<file path="src/rtl/boot_sel_pkg.sv">
package boot_sel_pkg;
  typedef enum logic [1:0] {
    SLOT_A   = 2'd0,
    SLOT_B   = 2'd1,
    SLOT_REC = 2'd2
  } slot_e;

  typedef enum logic [2:0] {
    ST_PICK,
    ST_VFY,
    ST_GAP,
    ST_BOOT,
    ST_FAIL,
    ST_HALT
  } state_e;

  localparam int NUM_RW = 2;
endpackage

</file>
<file path="src/rtl/vfy_timer.sv">
module vfy_timer #(
  parameter int TIMEOUT = 64
) (
  input  logic clk_i,
  input  logic rst_ni,
  input  logic run_i,
  output logic expired_o
);
  localparam int CW = $clog2(TIMEOUT + 1);
  localparam logic [CW-1:0] LAST = CW'(TIMEOUT - 1);

  logic [CW-1:0] cnt_q;

  always_ff @(posedge clk_i or negedge rst_ni) begin
    if (!rst_ni)       cnt_q <= '0;
    else if (!run_i)   cnt_q <= '0;
    else if (cnt_q != LAST) cnt_q <= cnt_q + 1'b1;
  end

  assign expired_o = run_i && (cnt_q == LAST);
endmodule

</file>
<file path="src/rtl/boot_flag_store.sv">
module boot_flag_store
  import boot_sel_pkg::*;
#(
  parameter int N_RW = NUM_RW
) (
  input  logic            clk_i,
  input  logic            por_ni,
  input  logic            set_recov_i,
  input  logic            set_fail_i,
  input  logic [1:0]      fail_slot_i,
  input  logic            clr_i,
  output logic            recov_o,
  output logic            rollback_o,
  output logic [N_RW-1:0] skip_o
);
  logic recov_q, roll_q;

  always_ff @(posedge clk_i or negedge por_ni) begin
    if (!por_ni) begin
      recov_q <= 1'b0;
      roll_q  <= 1'b0;
    end else begin
      if (set_recov_i) recov_q <= 1'b1;
      else if (clr_i)  recov_q <= 1'b0;
      if (set_fail_i)  roll_q  <= 1'b1;
      else if (clr_i)  roll_q  <= 1'b0;
    end
  end

  for (genvar i = 0; i < N_RW; i++) begin : g_skip
    logic skip_q;
    always_ff @(posedge clk_i or negedge por_ni) begin
      if (!por_ni) skip_q <= 1'b0;
      else if (set_fail_i && (fail_slot_i == 2'(i))) skip_q <= 1'b1;
      else if (clr_i) skip_q <= 1'b0;
    end
    assign skip_o[i] = skip_q;
  end

  assign recov_o    = recov_q;
  assign rollback_o = roll_q;
endmodule

</file>
<file path="src/rtl/slot_order.sv">
module slot_order
  import boot_sel_pkg::*;
(
  input  slot_e       cur_i,
  input  logic [1:0]  skip_i,
  input  logic        recov_i,
  output slot_e       first_o,
  output slot_e       next_o,
  output logic        last_o
);
  always_comb begin
    if (recov_i)         first_o = SLOT_REC;
    else if (!skip_i[0]) first_o = SLOT_A;
    else if (!skip_i[1]) first_o = SLOT_B;
    else                 first_o = SLOT_REC;
  end

  always_comb begin
    if (cur_i == SLOT_A && !skip_i[1]) next_o = SLOT_B;
    else                               next_o = SLOT_REC;
  end

  assign last_o = (cur_i == SLOT_REC);
endmodule

</file>
<file path="src/rtl/boot_slot_selector.sv">
module boot_slot_selector
  import boot_sel_pkg::*;
#(
  parameter int VFY_TIMEOUT = 64
) (
  input  logic       clk_i,
  input  logic       rst_ni,
  input  logic       por_ni,
  input  logic       recov_req_i,
  input  logic       boot_fail_i,
  input  logic       flag_clr_i,
  input  logic       vfy_done_i,
  input  logic       vfy_pass_i,
  output logic       vfy_req_o,
  output logic [1:0] vfy_slot_o,
  output logic [1:0] sel_slot_o,
  output logic       boot_go_o,
  output logic       halt_o,
  output logic       recov_mode_o,
  output logic       rollback_o
);
  state_e state_q;
  slot_e  cur_q, first_s, next_s;
  logic   last_s, expired_s, recov_s, roll_s;
  logic [NUM_RW-1:0] skip_s;
  logic   in_boot, fail_evt, clr_evt;

  assign in_boot  = (state_q == ST_BOOT);
  assign fail_evt = in_boot && boot_fail_i;
  assign clr_evt  = in_boot && flag_clr_i && !boot_fail_i;

  boot_flag_store #(.N_RW(NUM_RW)) u_flags (
    .clk_i       (clk_i),
    .por_ni      (por_ni),
    .set_recov_i (recov_req_i),
    .set_fail_i  (fail_evt),
    .fail_slot_i (cur_q),
    .clr_i       (clr_evt),
    .recov_o     (recov_s),
    .rollback_o  (roll_s),
    .skip_o      (skip_s)
  );

  slot_order u_order (
    .cur_i   (cur_q),
    .skip_i  (skip_s),
    .recov_i (recov_s),
    .first_o (first_s),
    .next_o  (next_s),
    .last_o  (last_s)
  );

  vfy_timer #(.TIMEOUT(VFY_TIMEOUT)) u_timer (
    .clk_i     (clk_i),
    .rst_ni    (rst_ni),
    .run_i     (state_q == ST_VFY),
    .expired_o (expired_s)
  );

  always_ff @(posedge clk_i or negedge rst_ni) begin
    if (!rst_ni) begin
      state_q <= ST_PICK;
      cur_q   <= SLOT_A;
    end else begin
      unique case (state_q)
        ST_PICK: begin
          cur_q   <= first_s;
          state_q <= ST_VFY;
        end
        ST_VFY: begin
          if (vfy_done_i && vfy_pass_i) begin
            state_q <= ST_BOOT;
          end else if (vfy_done_i || expired_s) begin
            if (last_s) begin
              state_q <= ST_HALT;
            end else begin
              cur_q   <= next_s;
              state_q <= ST_GAP;
            end
          end
        end
        ST_GAP:  state_q <= ST_VFY;
        ST_BOOT: if (boot_fail_i) state_q <= ST_FAIL;
        ST_FAIL: state_q <= ST_FAIL;
        ST_HALT: state_q <= ST_HALT;
        default: state_q <= ST_HALT;
      endcase
    end
  end

  assign vfy_req_o    = (state_q == ST_VFY);
  assign vfy_slot_o   = cur_q;
  assign sel_slot_o   = cur_q;
  assign boot_go_o    = in_boot;
  assign halt_o       = (state_q == ST_HALT);
  assign recov_mode_o = recov_s;
  assign rollback_o   = roll_s;
endmodule

</file>
<file path="config.mk">
export PLATFORM = sky130hd
export DESIGN_NAME = boot_slot_selector
export DESIGN_NICKNAME = d
export VERILOG_FILES = /design/src/rtl/boot_sel_pkg.sv /design/src/rtl/vfy_timer.sv /design/src/rtl/boot_flag_store.sv /design/src/rtl/slot_order.sv /design/src/rtl/boot_slot_selector.sv
export SDC_FILE = /design/constraint.sdc
export NUM_CORES = 1
export LEC_CHECK = 0
export BUFFER_PORTS_ARGS = -buffer_cell sky130_fd_sc_hd__buf_4
export CAP_MARGIN = 15
export CORE_UTILIZATION = 52
export DETAILED_ROUTE_END_ITERATION = 7
export PLACE_DENSITY = 0.75
export SLEW_MARGIN = 30
export SYNTH_ARGS = -nofsm -noshare
export SYNTH_HDL_FRONTEND = slang
export SYNTH_SLANG_ARGS = --single-unit
</file>
<file path="constraint.sdc">
create_clock -name clk_i -period 1.7 [get_ports clk_i]
set_input_delay 0.255 -clock clk_i [delete_from_list [all_inputs] [get_ports clk_i]]
set_output_delay 0.255 -clock clk_i [all_outputs]
set_load 0.005 [all_outputs]
</file>
==> flow_summary_export.csv <==
group,metric,value,unit
run_status,status,"complete, no violations",
critical_path,worstPathRequired,1.44,ns
floorplanning,chipHeight,42.9,um
sta,grt_setup_unrepaired,"no",
floorplanning,core-area,0.00154,mm2
cts,cts_tree,"done",
finish,nFillCells,133,
synthesis,ys_ff_latch,16,
detailed_routing,vias,739,
sta,timing.final.crit_share,96.9,%
synthesis,yosys.area.top_type,"dfrtp_1",
finish,layout_common_cells,"buf_4 (20), dfrtp_1 (16), nor2_1 (11)",
sta,maxSlewViolCount,0,
global_routing,antenna_found_initial,0,
cts,cts.sinks,16,
floorplanning,boundaryPins,17,
finish,syn_to_final_growth,22.0,%
run,max-cap-violations,0,
global_routing,grt_overflow,0,
critical_path,cp-end-kind,"output port",
detailed_routing,routedWlPerCell,13.9,um
critical_path,reg2reg_depth,5,
finish,fin_area,0.00106,mm2
sta,fin_tns_setup,0,ns
synthesis,postSynthCellCount,93,
synthesis,synth_xor_area_share,1.01,%
global_routing,track_usage,22.9,%
synthesis,yosys.area_share.adder,1.44,%
global_routing,grt_pass1_wl,3040,um
synthesis,syn_avg_cell_area,9.35,um2
synthesis,synth-simple-area-share,23.2,%
sta,finClkSkew,0.00863,ns
floorplanning,row_count,14,
critical_path,crit_type,"register to output port",
sta,slew_headroom,79.9,%
placement,dp_hpwl,1320,um
finish,diodes,0,
sta,worst_pin_slew,0.298,ns
placement,dpl_cell_area,0.00100,mm2
floorplanning,die_area,0.00184,mm2
cts,postCtsSetupBuffers,0,
sta,period_needed,1.65,ns
synthesis,syn_area,870,um2
critical_path,arrival,1.39,ns
synthesis,synth_nets,102,
global_routing,grt_max_degree,13,
synthesis,yosysWarnings,0,
cts,clk_pin_slew,0.09,ns
detailed_routing,totalWireLength,1810,um
sta,setup_ws,0.0521,ns
critical_path,crit_path_start_kind,"register",
global_routing,grt_pass1_vias,735,
synthesis,muxShareOfSynthArea,3.60,%
sta,setup_violations,0,
pwr,ir_drop,0.501,mV
synthesis,yosysSeqAreaShare,46.0,%
synthesis,synth.distinct_cells,34,
synthesis,synth.area.top_cells,"dfrtp_1 (46%), a21oi_1 (5.2%), nor2_1 (4.7%)",
detailed_routing,firstDrtPassIters,4,
pwr,powerDensity,645,mW/mm2
sta,fmax,607,MHz
min_path,min_path_type,"primary input to register",
finish,nets,124,
cts,cts-root-buf,"clkbuf_4",
placement,place.gp.congestion,0.811,
synthesis,synth_top_area_share,46.0,%
cts,insertion_delay,0.30,ns
synthesis,synth-main-ff-cell,"dfrtp_1",
pwr,leakagePower,0.540,nW
sta,hold_viol_final,0,
detailed_routing,drc,0,
critical_path,crit_path_max_fanout,8,
finish,drive_above_1_share,27.2,%
floorplanning,start_util,56.4,%
synthesis,synth-compound-area-share,17.7,%
min_path,whs_path_depth,2,
synthesis,synth_edf_count,0,
synthesis,synth_top_family_by_area,"simple AND/OR/NAND/NOR gates",
finish,layout_commonest_cell,"buf_4",
detailed_routing,drtAntennaViolNets,0,
pwr,power,0.000684,W
cts,htreeDepth,1,
cts,ctsLongestPathBuffers,2,
placement,pre_cts_ws,0.107,ns
cts,cts_buffers,3,
floorplanning,die_w,42.9,um
placement,io_buffers,16,
synthesis,ys_async_sr_fraction,100,%
detailed_routing,drtIter0Drc,25,
detailed_routing,vias_per_cell,5.68,
## flip-flops by register name, indices dropped and copies added, names as in the netlist
signal and flops:
u_flags.recov_o 1, u_flags.g_skip.skip_q 2, u_timer.cnt_q 7, sel_slot_o 2, u_flags.rollback_o 1, state_q 3
## cells in the mapped netlist, drive strengths merged, types with 2 or more instances
master  instances
nand2b          3
o21ai           6
a31oi           3
buf             4
a21oi          10
nand2           7
dfrtp          16
mux2i           2
nor2b           2
inv             4
nor2           12
nand3           3
nor3            3
and3            2
## routing by layer
metal / track usage (%) / part of all wire (%) / up-vias
li1: - / - / 367
met1: 27.4 / 44 / 349
met2: 38.5 / 52 / 19
met3: 3.83 / 3.0 / 4
met4: 13.1 / 1.1 / 0
met5: 0 / 0 / -
## metrics by stage
stage / instances / hold slack (ns) / utilization [%]
after floorplan: 93 / -0.0406 / -
after global placement: 124 / 0.0533 / 65.0
after global routing: 130 / 0.153 / 68.8
after CTS: 130 / 0.145 / 68.8
final: 130 / 0.149 / 68.8
after detailed placement: 124 / 0.0531 / 65.0
## worst max-delay path: stages (launching register included)
cell	delay, ns
dfrtp_1	0.40
or3b_4	0.48
clkinv_4	0.11
buf_4	0.11
## path summary, 6_finish.rpt
| path | from | slack (ns) | endpoint |
|---|---|---|---|
| max | state_q[2]$_DFFE_PN0P_ | 0.05 | vfy_req_o |
| min | recov_req_i | 0.15 | u_flags.recov_o$_DFFE_PN0P_ |
| max reg2reg | u_timer.cnt_q[0]$_DFFE_PN0P_ | 0.09 | sel_slot_o[0]$_DFFE_PN0P_ |
| min reg2reg | u_flags.rollback_o$_DFFE_PN0P_ | 0.51 | u_flags.rollback_o$_DFFE_PN0P_ |
| max in group asynchronous | rst_ni | 1.22 | sel_slot_o[1]$_DFFE_PN0P_ |
| min in group asynchronous | por_ni | 0.28 | u_flags.g_skip[0].skip_q$_DFFE_PN0P_ |
## what timing repair did
item	4_1_cts	5_1_grt
hold buffers	2	0
pin swaps	0	1
setup endpoints to repair	1	1
endpoints found under the hold margin	16	0
resized for setup	1	0
## area by class of cell
type	count	area, um2	area share [%]
repair buffers	22	170	16.0
clock buffers	4	36.3	3.42
inverters	5	23.8	2.24
flip-flops and latches	16	400	37.7
multi-input cells	67	410	38.7
well taps	16	20.0	1.89
## logic make-up after synthesis
kind of cell	count (synthesis)
compound gates	25
fa+ha+maj	1
simple gates	37
mux	3
flops	16
buf+inv	10
xor+xnor	1
## report_power, final
group	total, W	switching (W)	internal, W
combinational	0.0000429	0.0000202	0.0000227
sequential	0.000383	0.00000101	0.000382
clock	0.000258	0.000127	0.000131
Note: power is estimated with default switching activity, not from simulation.
